--- config.mk ---
export PLATFORM = sky130hd
export DESIGN_NAME = xrom_bus_ctrl
export DESIGN_NICKNAME = d
export VERILOG_FILES = /design/src/rtl/xrom_pkg.sv /design/src/rtl/xrom_strap_cfg.sv /design/src/rtl/xrom_range_chk.sv /design/src/rtl/xrom_seq.sv /design/src/rtl/xrom_bus_ctrl.sv
export SDC_FILE = /design/constraint.sdc
export NUM_CORES = 1
export LEC_CHECK = 0
export BUFFER_PORTS_ARGS = -buffer_cell sky130_fd_sc_hd__buf_2
export CAP_MARGIN = 15
export CORE_AREA = 2 2 131 108
export CTS_BUF_LIST = sky130_fd_sc_hd__clkbuf_16
export CTS_CLUSTER_DIAMETER = 50
export DETAILED_ROUTE_END_ITERATION = 8
export DIE_AREA = 0 0 133 110
export HOLD_SLACK_MARGIN = 0.02
export SLEW_MARGIN = 20
export SYNTH_ARGS = -nofsm -noshare
export SYNTH_HDL_FRONTEND = slang
export SYNTH_SLANG_ARGS = --single-unit
--- constraint.sdc ---
create_clock -name clk -period 7 [get_ports clk]
set_clock_uncertainty 0.1 [all_clocks]
set_input_delay 1.05 -clock clk [delete_from_list [all_inputs] [get_ports clk]]
set_output_delay 1.05 -clock clk [all_outputs]
set_load 0.1 [all_outputs]
--- src/rtl/xrom_pkg.sv ---
package xrom_pkg;

    localparam int BYTE_W = 8;
    localparam logic [2:0] CODE_ABSENT = 3'b111;

    typedef enum logic [2:0] {
        ST_CFG,
        ST_IDLE,
        ST_ADR0,
        ST_ADR1,
        ST_ADR2,
        ST_DATA
    } xrom_state_e;

endpackage

--- src/rtl/xrom_strap_cfg.sv ---
module xrom_strap_cfg
    import xrom_pkg::*;
#(
    parameter int STRAP_DLY = 16,
    parameter int MIN_LOG2  = 14,
    parameter int BAR_W     = 32
) (
    input  logic              clk,
    input  logic              rst_n,
    input  logic [BYTE_W-1:0] bus_in,
    output logic              cfg_done,
    output logic [BYTE_W-1:0] strap,
    output logic [2:0]        size_code,
    output logic              rom_none,
    output logic              slow,
    output logic              three_byte,
    output logic [BAR_W-1:0]  bar_mask
);

    localparam int CNT_W = $clog2(STRAP_DLY + 1);

    typedef struct packed {
        logic [CNT_W-1:0]  cnt;
        logic              done;
        logic [BYTE_W-1:0] strap;
    } cfg_reg_t;

    cfg_reg_t cfg_d, cfg_q;

    always_comb begin
        cfg_d = cfg_q;
        if (!cfg_q.done) begin
            if (cfg_q.cnt == CNT_W'(STRAP_DLY - 1)) begin
                cfg_d.done  = 1'b1;
                cfg_d.strap = bus_in;
            end else begin
                cfg_d.cnt = cfg_q.cnt + CNT_W'(1);
            end
        end
    end

    always_ff @(posedge clk or negedge rst_n) begin
        if (!rst_n) begin
            cfg_q.cnt   <= '0;
            cfg_q.done  <= 1'b0;
            cfg_q.strap <= '1;
        end else begin
            cfg_q <= cfg_d;
        end
    end

    assign cfg_done   = cfg_q.done;
    assign strap      = cfg_q.strap;
    assign size_code  = cfg_q.strap[3:1];
    assign rom_none   = (cfg_q.strap[3:1] == CODE_ABSENT);
    assign slow       = ~cfg_q.strap[0];
    assign three_byte = (MIN_LOG2 + int'(cfg_q.strap[3:1])) > 2 * BYTE_W;

    for (genvar i = 0; i < BAR_W; i++) begin : g_mask
        assign bar_mask[i] = !rom_none && (i >= MIN_LOG2 + int'(size_code));
    end


    strap_hold_chk: assert property (@(posedge clk) disable iff (!rst_n)
        cfg_done |=> (cfg_done && $stable(strap)));


    pull_default_chk: assert property (@(posedge clk) disable iff (!rst_n)
        !cfg_done |-> (strap == '1));

endmodule

--- src/rtl/xrom_range_chk.sv ---
module xrom_range_chk #(
    parameter int ADDR_W   = 20,
    parameter int MIN_LOG2 = 14
) (
    input  logic [ADDR_W-1:0] addr,
    input  logic [2:0]        size_code,
    input  logic              rom_none,
    output logic              reject
);

    logic [ADDR_W-1:0] over_bit;

    for (genvar i = 0; i < ADDR_W; i++) begin : g_bit
        assign over_bit[i] = addr[i] && (i >= MIN_LOG2 + int'(size_code));
    end

    assign reject = rom_none || (|over_bit);

endmodule

--- src/rtl/xrom_seq.sv ---
module xrom_seq
    import xrom_pkg::*;
#(
    parameter int ADDR_W    = 20,
    parameter int BASE_WAIT = 3,
    parameter int SLOW_ADD  = 2
) (
    input  logic              clk,
    input  logic              rst_n,
    input  logic              cfg_done,
    input  logic              slow,
    input  logic              three_byte,
    input  logic              reject,
    input  logic              req_valid,
    input  logic [ADDR_W-1:0] req_addr,
    output logic              req_ready,
    output logic              rsp_valid,
    output logic [BYTE_W-1:0] rsp_data,
    output logic              rsp_err,
    input  logic [BYTE_W-1:0] bus_in,
    output logic [BYTE_W-1:0] bus_out,
    output logic              bus_oe,
    output logic [2:0]        strb,
    output logic              oe_n,
    output logic              ce_n
);

    localparam int WAIT_MAX = BASE_WAIT + SLOW_ADD;
    localparam int WCNT_W   = $clog2(WAIT_MAX + 1);
    localparam int PAD_W    = 3 * BYTE_W;

    typedef struct packed {
        xrom_state_e       state;
        logic [ADDR_W-1:0] addr;
        logic [WCNT_W-1:0] wcnt;
        logic [BYTE_W-1:0] bus_out;
        logic              bus_oe;
        logic [2:0]        strb;
        logic              oe_n;
        logic              ce_n;
        logic              rv;
        logic [BYTE_W-1:0] rd;
        logic              re;
    } seq_reg_t;

    seq_reg_t s_d, s_q;
    logic [PAD_W-1:0] addr_pad;
    logic [WCNT_W-1:0] wait_load;

    always_comb begin
        addr_pad = '0;
        addr_pad[ADDR_W-1:0] = s_q.addr;
    end

    assign wait_load = slow ? WCNT_W'(WAIT_MAX - 1) : WCNT_W'(BASE_WAIT - 1);

    always_comb begin
        s_d    = s_q;
        s_d.rv = 1'b0;
        unique case (s_q.state)
            ST_CFG: begin
                if (cfg_done) s_d.state = ST_IDLE;
            end
            ST_IDLE: begin
                if (req_valid && !s_q.rv) begin
                    if (reject) begin
                        s_d.rv = 1'b1;
                        s_d.rd = '1;
                        s_d.re = 1'b1;
                    end else begin
                        s_d.state   = ST_ADR0;
                        s_d.addr    = req_addr;
                        s_d.bus_oe  = 1'b1;
                        s_d.bus_out = req_addr[BYTE_W-1:0];
                        s_d.strb    = 3'b001;
                    end
                end
            end
            ST_ADR0: begin
                s_d.state   = ST_ADR1;
                s_d.bus_out = addr_pad[2*BYTE_W-1:BYTE_W];
                s_d.strb    = 3'b010;
            end
            ST_ADR1: begin
                if (three_byte) begin
                    s_d.state   = ST_ADR2;
                    s_d.bus_out = addr_pad[3*BYTE_W-1:2*BYTE_W];
                    s_d.strb    = 3'b100;
                end else begin
                    s_d.state  = ST_DATA;
                    s_d.bus_oe = 1'b0;
                    s_d.strb   = 3'b000;
                    s_d.oe_n   = 1'b0;
                    s_d.ce_n   = 1'b0;
                    s_d.wcnt   = wait_load;
                end
            end
            ST_ADR2: begin
                s_d.state  = ST_DATA;
                s_d.bus_oe = 1'b0;
                s_d.strb   = 3'b000;
                s_d.oe_n   = 1'b0;
                s_d.ce_n   = 1'b0;
                s_d.wcnt   = wait_load;
            end
            ST_DATA: begin
                if (s_q.wcnt == '0) begin
                    s_d.state = ST_IDLE;
                    s_d.oe_n  = 1'b1;
                    s_d.ce_n  = 1'b1;
                    s_d.rv    = 1'b1;
                    s_d.rd    = bus_in;
                    s_d.re    = 1'b0;
                end else begin
                    s_d.wcnt = s_q.wcnt - WCNT_W'(1);
                end
            end
            default: s_d.state = ST_IDLE;
        endcase
    end

    always_ff @(posedge clk or negedge rst_n) begin
        if (!rst_n) begin
            s_q.state   <= ST_CFG;
            s_q.addr    <= '0;
            s_q.wcnt    <= '0;
            s_q.bus_out <= '0;
            s_q.bus_oe  <= 1'b0;
            s_q.strb    <= '0;
            s_q.oe_n    <= 1'b1;
            s_q.ce_n    <= 1'b1;
            s_q.rv      <= 1'b0;
            s_q.rd      <= '0;
            s_q.re      <= 1'b0;
        end else begin
            s_q <= s_d;
        end
    end

    assign req_ready = (s_q.state == ST_IDLE) && !s_q.rv;
    assign rsp_valid = s_q.rv;
    assign rsp_data  = s_q.rd;
    assign rsp_err   = s_q.re;
    assign bus_out   = s_q.bus_out;
    assign bus_oe    = s_q.bus_oe;
    assign strb      = s_q.strb;
    assign oe_n      = s_q.oe_n;
    assign ce_n      = s_q.ce_n;


    strb_onehot_chk: assert property (@(posedge clk) disable iff (!rst_n)
        $onehot0(strb));


    third_strb_chk: assert property (@(posedge clk) disable iff (!rst_n)
        strb[2] |-> three_byte);


    no_contention_chk: assert property (@(posedge clk) disable iff (!rst_n)
        !(bus_oe && !oe_n));


    rsp_pulse_chk: assert property (@(posedge clk) disable iff (!rst_n)
        rsp_valid |=> !rsp_valid);


    err_data_chk: assert property (@(posedge clk) disable iff (!rst_n)
        (rsp_valid && rsp_err) |-> (rsp_data == '1 && !bus_oe && strb == 3'b000));


    start_needs_req_chk: assert property (@(posedge clk) disable iff (!rst_n)
        $rose(strb[0]) |-> $past(req_valid));

endmodule

--- src/rtl/xrom_bus_ctrl.sv ---
module xrom_bus_ctrl
    import xrom_pkg::*;
#(
    parameter int ADDR_W    = 20,
    parameter int MIN_LOG2  = 14,
    parameter int STRAP_DLY = 16,
    parameter int BASE_WAIT = 3,
    parameter int SLOW_ADD  = 2,
    parameter int BAR_W     = 32
) (
    input  logic              clk,
    input  logic              rst_n,
    input  logic              req_valid,
    input  logic [ADDR_W-1:0] req_addr,
    output logic              req_ready,
    output logic              rsp_valid,
    output logic [7:0]        rsp_data,
    output logic              rsp_err,
    input  logic [7:0]        mem_bus_i,
    output logic [7:0]        mem_bus_o,
    output logic              mem_bus_oe,
    output logic [7:0]        bus_pull_en,
    output logic [2:0]        hold_strb,
    output logic              rom_oe_n,
    output logic              rom_ce_n,
    output logic [BAR_W-1:0]  bar_size_mask
);

    logic              cfg_done;
    logic [BYTE_W-1:0] strap;
    logic [2:0]        size_code;
    logic              rom_none;
    logic              slow;
    logic              three_byte;
    logic              reject;

    xrom_strap_cfg #(
        .STRAP_DLY (STRAP_DLY),
        .MIN_LOG2  (MIN_LOG2),
        .BAR_W     (BAR_W)
    ) u_cfg (
        .clk        (clk),
        .rst_n      (rst_n),
        .bus_in     (mem_bus_i),
        .cfg_done   (cfg_done),
        .strap      (strap),
        .size_code  (size_code),
        .rom_none   (rom_none),
        .slow       (slow),
        .three_byte (three_byte),
        .bar_mask   (bar_size_mask)
    );

    xrom_range_chk #(
        .ADDR_W   (ADDR_W),
        .MIN_LOG2 (MIN_LOG2)
    ) u_range (
        .addr      (req_addr),
        .size_code (size_code),
        .rom_none  (rom_none),
        .reject    (reject)
    );

    xrom_seq #(
        .ADDR_W    (ADDR_W),
        .BASE_WAIT (BASE_WAIT),
        .SLOW_ADD  (SLOW_ADD)
    ) u_seq (
        .clk        (clk),
        .rst_n      (rst_n),
        .cfg_done   (cfg_done),
        .slow       (slow),
        .three_byte (three_byte),
        .reject     (reject),
        .req_valid  (req_valid),
        .req_addr   (req_addr),
        .req_ready  (req_ready),
        .rsp_valid  (rsp_valid),
        .rsp_data   (rsp_data),
        .rsp_err    (rsp_err),
        .bus_in     (mem_bus_i),
        .bus_out    (mem_bus_o),
        .bus_oe     (mem_bus_oe),
        .strb       (hold_strb),
        .oe_n       (rom_oe_n),
        .ce_n       (rom_ce_n)
    );

    assign bus_pull_en = strap;

endmodule

After elaboration in Yosys (flattened, before gate mapping)
Index checks and enable logic that the tools add are counted.

word-level totals
  input bits = 31
  bits in registers = 64
  word-level logic and storage cells = 169

operators by class
  equal/unequal tests = 15
  bitwise logic cells = 3
  muxes and demuxes = 26
  reductions and logical operators = 75
  $add $sub $neg = 3
  $lt $le $gt $ge = 33

operator list
  operator                                                        count
  >= comparator 6 x 32 -> 1 bit, first input constant             16
  >= comparator 5 x 32 -> 1 bit, first input constant             8
  >= comparator 4 x 32 -> 1 bit, first input constant             4
  >= comparator 3 x 32 -> 1 bit, first input constant             2
  logical AND 1 bit                                               54
  2-to-1 mux 23 bit                                               2
  2-to-1 mux 12 bit                                               3
  >= comparator 1 x 32 -> 1 bit, first input constant             1
  >= comparator 2 x 32 -> 1 bit, first input constant             1
  greater-than comparator 32 x 6 -> 1 bit, second input constant  1
  case mux 8 bit (3 select lines)                                 1
  2-to-1 mux 10 bit                                               2
  case mux 10 bit (2 select lines)                                1
  OR reduction 20 bit                                             1
  2-to-1 mux 3 bit                                                6
  2-to-1 mux 9 bit                                                2
  case mux 3 bit (6 select lines)                                 1
  AND reduction 4 bit                                             4
  != test 2 bit, second input constant                            6
  case mux 3 bit (4 select lines)                                 1
  AND reduction 3 bit                                             4
  equality test 3 bit, second input constant                      3
  case mux 3 bit (3 select lines)                                 1
  nonzero test 3 bit                                              3
  other kinds (19)                                                27

Depth between registers and ports, before layout
Gate-level depths: netlist of run 1.

  word-level depth = 8
  depth in mapped cells = 11

By module
A second synthesis of run 1 with hierarchy kept.

unflattened totals
  cell total of the unflattened synthesis = 338
  area, all modules = 3,549.7 um^2

modules (own cells, without submodules)
  module          sequential area each (um^2)  area each (um^2)  cells an instance  instances
  xrom_seq        1,027.2                      2,179.6           174                1
  xrom_strap_cfg  360.3                        1,107.3           130                1
  xrom_range_chk  0.0                          262.8             34                 1

Least setup slack after synthesis of run 1
Ideal clock, no wire load.

  path type = flip-flop to output port
  start point = register, netlist name u_cfg.strap[2]
  end point = output bar_size_mask[10]
  data arrival time = 3,865 ps
  cell stages (with the launch flop) = 6
  slack = 1,985 ps
  data required time = 5,850 ps
  cells stage by stage = dfstp_2 -> and3_1 -> clkbuf_1 -> inv_1 -> and3_1 -> nor2b_1

on the way
  cells in the longest elaborated chain, start to end = 3
  elaborated cells on any way between the ends = 5
  classes of those cells = add/sub: 1; order compare: 1; eq/ne: 1; reduce/logical: 2

ends and longest elaborated chain
  item                                                                       RTL line                                    text
  adder 4 x 3 -> 5 bit / equality test 3 bit (equally long branches)         xrom_strap_cfg.sv:60, xrom_strap_cfg.sv:55
  >= comparator 5 x 32 -> 1 bit / logical NOT 1 bit (equally long branches)  xrom_strap_cfg.sv:60                        assign bar_mask[i] = !rom_none && (i >= MIN_LOG2 + int'(size_code));
  logical AND 1 bit *                                                        xrom_strap_cfg.sv:60
  end, declared                                                              xrom_bus_ctrl.sv:26                         output logic [BAR_W-1:0] bar_size_mask

Every way passes the cells marked *; elsewhere a longest branch is shown, timed or not.

Worst setup path in the final report of run 1
  start point = register, netlist name u_cfg.strap[2]
  end point = output bar_size_mask[20]

on the way
  cells in the longest elaborated chain, start to end = 3
  elaborated cells on any way between the ends = 5
  classes of those cells = add/sub: 1; order compare: 1; eq/ne: 1; reduce/logical: 2

ends and longest elaborated chain
  item                                                                       RTL line
  adder 4 x 3 -> 5 bit / equality test 3 bit (equally long branches)         xrom_strap_cfg.sv:60, xrom_strap_cfg.sv:55
  >= comparator 6 x 32 -> 1 bit / logical NOT 1 bit (equally long branches)  xrom_strap_cfg.sv:60
  logical AND 1 bit *                                                        xrom_strap_cfg.sv:60

Marked as above.

==> results of run 1 <==
-- sequential cells by signal, indices dropped and copies added (netlist names), 3 cells and up --
register and count:
u_seq.rsp_data 8, u_cfg.cfg_q 5, u_seq.strb 3, u_seq.addr_pad 12, u_cfg.strap 8, u_seq.bus_out 8, u_seq.s_q 6
-- Yosys cell counts, drive strengths merged, types with 2 or more instances --
master,number
a21oi,17
nand2,57
inv,17
ha,10
or3,2
o32ai,2
nor3,2
nand3,12
nor2b,7
xnor2,2
nand4,3
mux2i,4
buf,41
a22o,2
dfrtp,46
o22ai,2
and3,5
nand2b,6
o221ai,2
dfstp,9
nor2,29
o21ai,20
clkbuf,9
mux2,27
-- per-layer routing --
layer  track usage, %  vias to the layer above  part of all wire (%)  wire, um
met2             17.6                       67                    46      3770
li1                 -                     1264                     -         -
met4             2.07                        0                  0.53        44
met1             15.1                     1238                    49      4020
met5                0                        -                     0         0
met3             3.20                        6                   5.2       427
-- cell usage in the layout, fill, tap and decap left out, types with 2 or more instances in the layout --
cell type   n
o21ai_0    20
nor3_1      2
or3_1       2
dfrtp_1    46
o32ai_1     2
ha_1       10
a22o_1      2
a21oi_1    17
o22ai_1     2
nand3_1    12
buf_2      94
o221ai_1    2
mux2_2     27
xnor2_1     2
nor2_1     29
nand2_1    57
and3_1      5
mux2i_1     4
nor2b_1     7
inv_1      17
clkbuf_16   5
nand4_1     3
nand2b_1    6
dfstp_2     9
-- cell families (layout without fill, tap and decap cells) --
| family | after synthesis | after routing | synth area share, % |
|---|---|---|---|
| AND/OR/NAND/NOR | 128 | 128 | 17.6 |
| buffers and inverters | 67 | 120 | 12.3 |
| AO/OA/AOI/OAI | 59 | 59 | 12.1 |
| flip-flops | 55 | 55 | 42.6 |
| multiplexers | 31 | 31 | 10.6 |
| adder cells (fa/ha/maj) | 10 | 10 | 3.84 |
| XOR/XNOR | 3 | 3 | 0.808 |
| other | 1 | 1 | 0.115 |
-- cell type report --
| type | count | share of cell area [%] |
|---|---|---|
| multi-input cells | 232 | 38.7 |
| flip-flops and latches | 55 | 36.7 |
| repair buffers | 95 | 12.6 |
| well taps | 180 | 5.95 |
| clock buffers | 5 | 3.31 |
| inverters | 17 | 1.69 |
| clock inverters | 3 | 1.02 |
-- how the worst min path moves through the flow --
stage,start,endpoint,slack [ns],cells after the start
2_1_floorplan,u_cfg.cfg_q[12],u_cfg.cfg_q[12],0.34,1
3_3_place_gp,u_cfg.cfg_q[12],u_cfg.cfg_q[12],0.35,1
3_5_place_dp,u_cfg.cfg_q[12],u_cfg.cfg_q[12],0.37,1
4_1_cts,u_cfg.cfg_q[12],u_cfg.cfg_q[12],0.39,1
5_1_grt,u_cfg.cfg_q[12],u_cfg.cfg_q[12],0.40,1
6_report,u_cfg.cfg_q[12],u_cfg.cfg_q[12],0.38,1
-- critical path, cell delays in order (launching register included) --
cell and delay (ns):
dfstp_2 0.74, inv_1 0.14, ha_1 0.45, inv_1 0.25, a21boi_0 0.14, a21oi_1 0.15
buf_2 0.44
-- power by group --
group	internal (uW)	leakage, uW	total (uW)	switching (uW)
combinational	188	0.00111	902	714
clock	167	0.0000812	278	111
sequential	422	0.000614	489	66.8
-- stage by stage --
step / utilization (%) / worst slack, ns / power [uW]
CTS: 28.5 / 3.23 / 1680
global route: 28.5 / 3.10 / 1750
global placement: 27.3 / 3.45 / 1390
finish: 28.5 / 3.25 / 1670
detailed placement: 27.3 / 3.37 / 1400
floorplan: - / 1.99 / 1320
==> impl_metrics.json, run 1 <==
{
  "number_of_cell_instances_on_the_worst_register_to_register_path": 8,
  "setup_viol_count_final": 0,
  "dpl.cell_count": 579,
  "synthesis.area_per_instance_sq_um": 9.19,
  "path_clk_slew_ns": 0.07,
  "regToRegEndpoint": "u_seq.bus_out[1]",
  "fraction_of_final_layout_cells_sized_beyond_drive_strength_1_pct": 34.6,
  "gp_congestion": 0.845,
  "floorplan.die_area_sq_mm": 0.0146,
  "timing.rr.start": "u_cfg.strap[2]",
  "multiInputGateArea_sq_mm": 0.00147,
  "remaining_drc_errors": 0,
  "synth-seq-area-share_pct": 42.6,
  "min-delay-path-class": "register to register",
  "netlist.top_cell.by_area": "dfrtp_1",
  "post_layout_nonfiller_instances": 587,
  "clkSinkCount": 55,
  "cts_setup_buffers": 0,
  "critPathMaxFanout": 21,
  "synth_cell_types": 48,
  "ff_latch_area_sq_mm": 0.00139,
  "startpoint_type": "register",
  "hold_ws_ns": 0.378,
  "tritoncts": "done",
  "port_buffers": 94,
  "largest_cells_by_area_after_synthesis": "dfrtp_1 (35%), mux2_2 (9.3%), buf_4 (8.5%), dfstp_2 (7.3%), nand2_1 (6.6%)",
  "routed_wirelength_um": 8260,
  "pin_count_of_the_biggest_net_entering_global_routing": 56,
  "crit_end": "bar_size_mask[20]",
  "worstSetupPathType": "register to primary output",
  "synthesis.nets": 395,
  "cts_hold_buffers": 0,
  "drv_slew": 0,
  "htree_num_levels": 2,
  "hpwlAfterDp_um": 6310,
  "yosys_warnings": 0,
  "start_util_pct": 24.5,
  "worst_slew_pin_slew_ns": 0.822,
  "placeable_core_area_sq_mm": 0.0133,
  "detail-route-antenna-nets": 0,
  "dr.pass1.iters": 4,
  "rsz0062_at_grt": "false",
  "floorplan.rows": 38,
  "placed_area_sq_mm": 0.00362,
  "max-vdd-ir-drop_v": 0.000245,
  "die_h_um": 110,
  "timing.critical_path.arrival_ns": 2.60,
  "synth-seq-cells": 55,
  "antenna-diode-count": 0,
  "root_buffer": "clkbuf_16",
  "post-route-period-util_pct": 53.5,
  "clock_tree_buf_depth": 2,
  "clk-insertion-delay-late_ns": 0.29,
  "synth_largest_type_area_fraction_pct": 35.4,
  "grt_first_pass_wirelength_um": 12800,
  "first_global_vias": 2463,
  "global_route.overflow_total": 0,
  "pwr_density_cell_mw_per_mm2": 441,
  "layout.filler_cells": 1430,
  "setup_tns_ns": 0,
  "drt-wirelength-per-cell_um": 14.1,
  "numCtsBuffers": 5,
  "die_width_um": 133,
  "post_drt_via_cell_ratio": 4.39,
  "dr_total_vias": 2575,
  "timing.slew.headroom_pct": 45.1,
  "report.final.hold_viol_count": 0,
  "flow.area_growth_from_synthesis_pct": 16.3,
  "post_synth_edffs": 0,
  "final_period_minus_worst_setup_slack_ns": 3.75,
  "nets": 447,
  "cp-end-kind": "primary output",
  "post_cts_resize_count": 0,
  "final_cell_area_sq_mm": 0.00378,
  "timing.critical_path.required_ns": 5.85,
  "startpoint": "u_cfg.strap[2]",
  "clock.fmax_mhz": 267,
  "power.leakage_uw": 0.00180,
  "run_status": "finished clean",
  "antenna_found_initial": 0,
  "ioPinCount": 96,
  "drv.max_cap_violation_count": 0,
  "synth_top_flop_cell": "dfrtp_1",
  "synthCells": 354,
  "postSynth.asyncResetShare_pct": 100,
  "drt_iter0_drc": 98,
  "r2r_slack_ns": 3.36,
  "mappedNetlistArea_sq_mm": 0.00325,
  "all_layer_gr_usage_pct": 11.0
}
Note: power is estimated with default switching activity, not from simulation.
==> run 2, diff against run 1 <==
Clock period 7 ns to 3.7 ns, I/O delays scaled along.
==> impl_metrics.json, run 2 (same netlist as run 1, synthesis figures left out) <==
{
  "die_width_um": 133,
  "setup_tns_ns": 0,
  "detail-route-antenna-nets": 0,
  "floorplan.die_area_sq_mm": 0.0146,
  "nets": 451,
  "worstSetupPathType": "register to register",
  "dr.pass1.iters": 4,
  "routed_wirelength_um": 8410,
  "timing.critical_path.required_ns": 3.78,
  "path_clk_slew_ns": 0.07,
  "first_global_vias": 2540,
  "ioPinCount": 96,
  "placeable_core_area_sq_mm": 0.0133,
  "numCtsBuffers": 5,
  "critical_path_s_slowest_cell": "a2111oi_4",
  "pin_count_of_the_biggest_net_entering_global_routing": 45,
  "rsz0062_at_grt": "false",
  "run_status": "finished clean",
  "fraction_of_final_layout_cells_sized_beyond_drive_strength_1_pct": 36.3,
  "max-vdd-ir-drop_v": 0.000472,
  "clock.fmax_mhz": 287,
  "hpwlAfterDp_um": 6550,
  "post-route-period-util_pct": 94.2,
  "drv_slew": 0,
  "flow.area_growth_from_synthesis_pct": 17.8,
  "start_util_pct": 24.5,
  "cts_setup_buffers": 0,
  "antenna-diode-count": 0,
  "tritoncts": "done",
  "post_cts_resize_count": 0,
  "antenna_found_initial": 0,
  "setup_viol_count_final": 0,
  "mostFrequentLayoutCells": "buf_2 (93), nand2_1 (57), dfrtp_1 (46)",
  "hold_ws_ns": 0.149,
  "root_buffer": "clkbuf_16",
  "min-delay-path-class": "input pin to async pin",
  "report.final.hold_viol_count": 0,
  "timing.critical_path.arrival_ns": 3.57,
  "dr_total_vias": 2597,
  "dpl.cell_count": 583,
  "timing.slew.headroom_pct": 55.3,
  "clk-insertion-delay-late_ns": 0.29,
  "pwr_density_cell_mw_per_mm2": 827,
  "remaining_drc_errors": 0,
  "crit_path_cell_trace": "inv_1 -> ha_1 -> a22o_1 -> a221o_1 -> a21oi_1 -> nand3_1 -> a2111oi_4 -> mux2_2",
  "critPathMaxFanout": 12,
  "crit_path_max_delay_family": "compound AO/OA/AOI/OAI gates",
  "worst_slew_pin_slew_ns": 0.671,
  "largest_register_ffs": 12,
  "final_period_minus_worst_setup_slack_ns": 3.48,
  "floorplan.rows": 38,
  "drt_iter0_drc": 131,
  "r2r_slack_ns": 0.22,
  "power.leakage_uw": 0.00182,
  "number_of_cell_instances_on_the_worst_register_to_register_path": 8,
  "die_h_um": 110,
  "grt_first_pass_wirelength_um": 13100,
  "layout_commonest_cell": "buf_2",
  "post_drt_via_cell_ratio": 4.39,
  "port_buffers": 94,
  "clock_tree_buf_depth": 2,
  "drv.max_cap_violation_count": 0,
  "regToRegEndpoint": "u_seq.bus_out[7]",
  "cp-end-kind": "register",
  "post_layout_nonfiller_instances": 591,
  "critPathBufInv": 1,
  "clkSinkCount": 55,
  "all_layer_gr_usage_pct": 11.5,
  "timing.rr.start": "u_cfg.strap[3]",
  "drt-wirelength-per-cell_um": 14.2,
  "htree_num_levels": 2,
  "gp_congestion": 0.812,
  "startpoint_type": "register",
  "worst_path_largest_cell_delay_ns": 0.67,
  "global_route.overflow_total": 0
}
## run 2: worst max path at each step
stage / cells after the start / slack [ns] / start / endpoint
floorplan: 5 / -0.19 / u_cfg.strap[2] / bar_size_mask[14]
global placement: 8 / 0.36 / u_cfg.strap[3] / u_seq.bus_out[5]
detailed placement: 8 / 0.21 / u_cfg.strap[3] / u_seq.bus_out[7]
CTS: 8 / 0.19 / u_cfg.strap[3] / u_seq.bus_out[7]
global route: 8 / 0.04 / u_cfg.strap[3] / u_seq.bus_out[7]
finish: 8 / 0.22 / u_cfg.strap[3] / u_seq.bus_out[7]
## run 2: what timing repair did
item	4_1_cts	5_1_grt
setup endpoints to repair	0	6
hold buffers	0	0
hold endpoints to repair	0	0
## run 2: report_power, final
group	internal (uW)	switching, uW
registers	798	127
clock network	316	213
logic	361	1360
total	1480	1700
## run 2: area by class of cell
class                      count  area [sq um]
clock buffer                   5           125
fill                        1400          9430
clock inverter                 3          38.8
inverter                      17          63.8
multi-input combinational    232          1480
timing repair buffer          99           510
sequential                    55          1390
tap                          180           225
## run 2: metrics by stage
stage                     area [sq um]  worst slack (ns)  util, %  total power [uW]
after floorplan                   3270            -0.189        -              2500
after global placement            3670             0.365     27.7              2630
after detailed placement          3670             0.208     27.7              2660
after CTS                         3830             0.188     28.9              3210
after global routing              3830            0.0439     28.9              3340
final                             3830             0.215     28.9              3170
## run 2: worst register-to-register path, stage by stage, from the launching register on
cell,delay [ns]
dfstp_2,0.59
inv_1,0.10
ha_1,0.45
a22o_1,0.27
a221o_1,0.30
a21oi_1,0.27
nand3_1,0.22
a2111oi_4,0.67
mux2_2,0.41
## run 2: layer usage
layer  global-route usage (%)  vias up  wire, um
met5                        0        -         0
met4                     2.07        0        46
met3                     3.20        5       501
met2                     18.8       71      3820
met1                     15.5     1247      4040
li1                         -     1274         -
==> run 3, diff against run 2 <==
Settings changed: CAP_MARGIN 15 to 20, GPL_TIMING_DRIVEN from default to 0, SLEW_MARGIN 20 to default.
==> impl_metrics.json, run 3 (same netlist as run 1, synthesis figures left out) <==
{
  "run_status": "finished clean",
  "drt-wirelength-per-cell_um": 13.5,
  "all_layer_gr_usage_pct": 11.8,
  "final_period_minus_worst_setup_slack_ns": 3.54,
  "rsz0062_at_grt": "true",
  "pin_count_of_the_biggest_net_entering_global_routing": 33,
  "power.leakage_uw": 0.00201,
  "setup_tns_ns": 0,
  "post_drt_via_cell_ratio": 4.31,
  "detail-route-antenna-nets": 0,
  "max-vdd-ir-drop_v": 0.000551,
  "cts_hold_buffers": 0,
  "routed_wirelength_um": 8620,
  "start_util_pct": 24.5,
  "critical_path_s_slowest_cell": "dfstp_2",
  "drt_iter0_drc": 112,
  "floorplan.die_area_sq_mm": 0.0146,
  "largest_register_ffs": 12,
  "pwr_density_cell_mw_per_mm2": 782,
  "root_buffer": "clkbuf_16",
  "grt_first_pass_wirelength_um": 13700,
  "first_global_vias": 2564,
  "worst_path_largest_cell_delay_ns": 0.65,
  "clk-insertion-delay-late_ns": 0.29,
  "fraction_of_final_layout_cells_sized_beyond_drive_strength_1_pct": 40.9,
  "flow.area_growth_from_synthesis_pct": 27.5,
  "setup_viol_count_final": 0,
  "port_buffers": 94,
  "path_clk_slew_ns": 0.07,
  "timing.slew.headroom_pct": 60.7,
  "clock_tree_buf_depth": 2,
  "crit_path_setup_slack_layout_ns": 0.162,
  "critPathMaxFanout": 12,
  "remaining_drc_errors": 0,
  "min-delay-path-class": "input pin to async pin",
  "global_route.overflow_total": 0,
  "floorplan.rows": 38,
  "worstSetupPathType": "register to primary output",
  "clock.fmax_mhz": 283,
  "dr_total_vias": 2760,
  "layout_commonest_cell": "buf_2",
  "numCtsBuffers": 5,
  "drv_slew": 0,
  "ioPinCount": 96,
  "clkSinkCount": 55,
  "timing.critical_path.required_ns": 3.04,
  "die_width_um": 133,
  "timing.critical_path.arrival_ns": 2.88,
  "cp-end-kind": "primary output",
  "hpwlAfterDp_um": 6720,
  "placement.setup.worst_slack_ns": -0.102,
  "dr.pass1.iters": 4,
  "mostFrequentLayoutCells": "buf_2 (96), nand2_1 (57), dfrtp_1 (46)",
  "nets": 500,
  "worst_slew_pin_slew_ns": 0.587,
  "gp_congestion": 0.833,
  "tritoncts": "done",
  "placeable_core_area_sq_mm": 0.0133,
  "drv.max_cap_violation_count": 0,
  "antenna-diode-count": 0,
  "htree_num_levels": 2,
  "crit_path_cell_trace": "buf_2 -> inv_1 -> ha_1 -> clkbuf_1 -> clkbuf_1 -> a21oi_1 -> nor2_1 -> buf_2",
  "report.final.hold_viol_count": 0,
  "post-route-period-util_pct": 95.6,
  "antenna_found_initial": 0,
  "startpoint_type": "register",
  "die_h_um": 110
}
==> run 3: cell count changes in the layout (fill, tap and decap cells not counted), sizes merged <==
cell    change
buf        +40
clkbuf      +9
bufinv      -1
inv         +1
==> run 3: power by group <==
part / leakage [uW] / switching [uW] / internal [uW]
registers: 0.000614 / 111 / 799
logic: 0.00133 / 1390 / 485
clock network: 0.0000724 / 210 / 246
total: 0.00201 / 1720 / 1530
==> run 3: worst paths after layout <==
check                           startpoint                 to  slack, ns  depth (start not counted)
setup / recovery            u_cfg.strap[2]  bar_size_mask[16]       0.16                          8
hold / removal                       rst_n   u_seq.bus_out[2]       0.15                          1
setup reg to reg            u_cfg.strap[2]   u_seq.bus_out[6]       0.21                         11
hold reg to reg            u_cfg.cfg_q[12]    u_cfg.cfg_q[12]       0.38                          1
max in group asynchronous            rst_n     u_cfg.strap[0]       2.70                          2
min in group clk           u_cfg.cfg_q[12]    u_cfg.cfg_q[12]       0.38                          1
==> run 3: worst max-delay path: cells and delay by family, from the launching register on <==
family | cells | cell delay, ns
simple gates | 1 | 0.09
flops | 1 | 0.65
fa+ha+maj | 1 | 0.20
buf+inv | 5 | 1.16
compound gates | 1 | 0.48
==> run 3: stage by stage <==
stage	power (uW)	cells	util [%]	cell area, sq um	hold slack, ns
2_1_floorplan	2500	354	-	3270	0.159
3_3_place_gp	2760	628	29.9	3970	0.354
3_5_place_dp	2800	629	30.1	3990	0.365
4_1_cts	3270	638	31.2	4130	0.166
5_1_grt	3420	640	31.3	4150	0.190
6_report	3240	640	31.3	4150	0.151
==> run 3: area by class of cell <==
type                       count  area [sq um]
buffer                        50           338
multi-input combinational    232          1480
fill                        1391          9120
inverter                      17          63.8
tap                          180           225
timing repair buffer          98           513
sequential                    55          1390
clock inverter                 3          12.5
clock buffer                   5           125
==> run 3: metal layers <==
| metal | share of wire [%] | GRT usage, % | up-vias | routed length, um |
|---|---|---|---|---|
| met1 | 49 | 16.9 | 1308 | 4240 |
| met3 | 5.6 | 3.20 | 2 | 482 |
| met2 | 45 | 18.3 | 81 | 3890 |
| met4 | 0.14 | 1.38 | 0 | 12 |
| li1 | - | - | 1369 | - |
| met5 | 0 | 0 | - | 0 |
==> run 3: timing repair <==
item,CTS,global route
endpoints found under the setup margin,11,4
pin swaps,2,1
gates resized for setup,1,0
buffers inserted,1,2
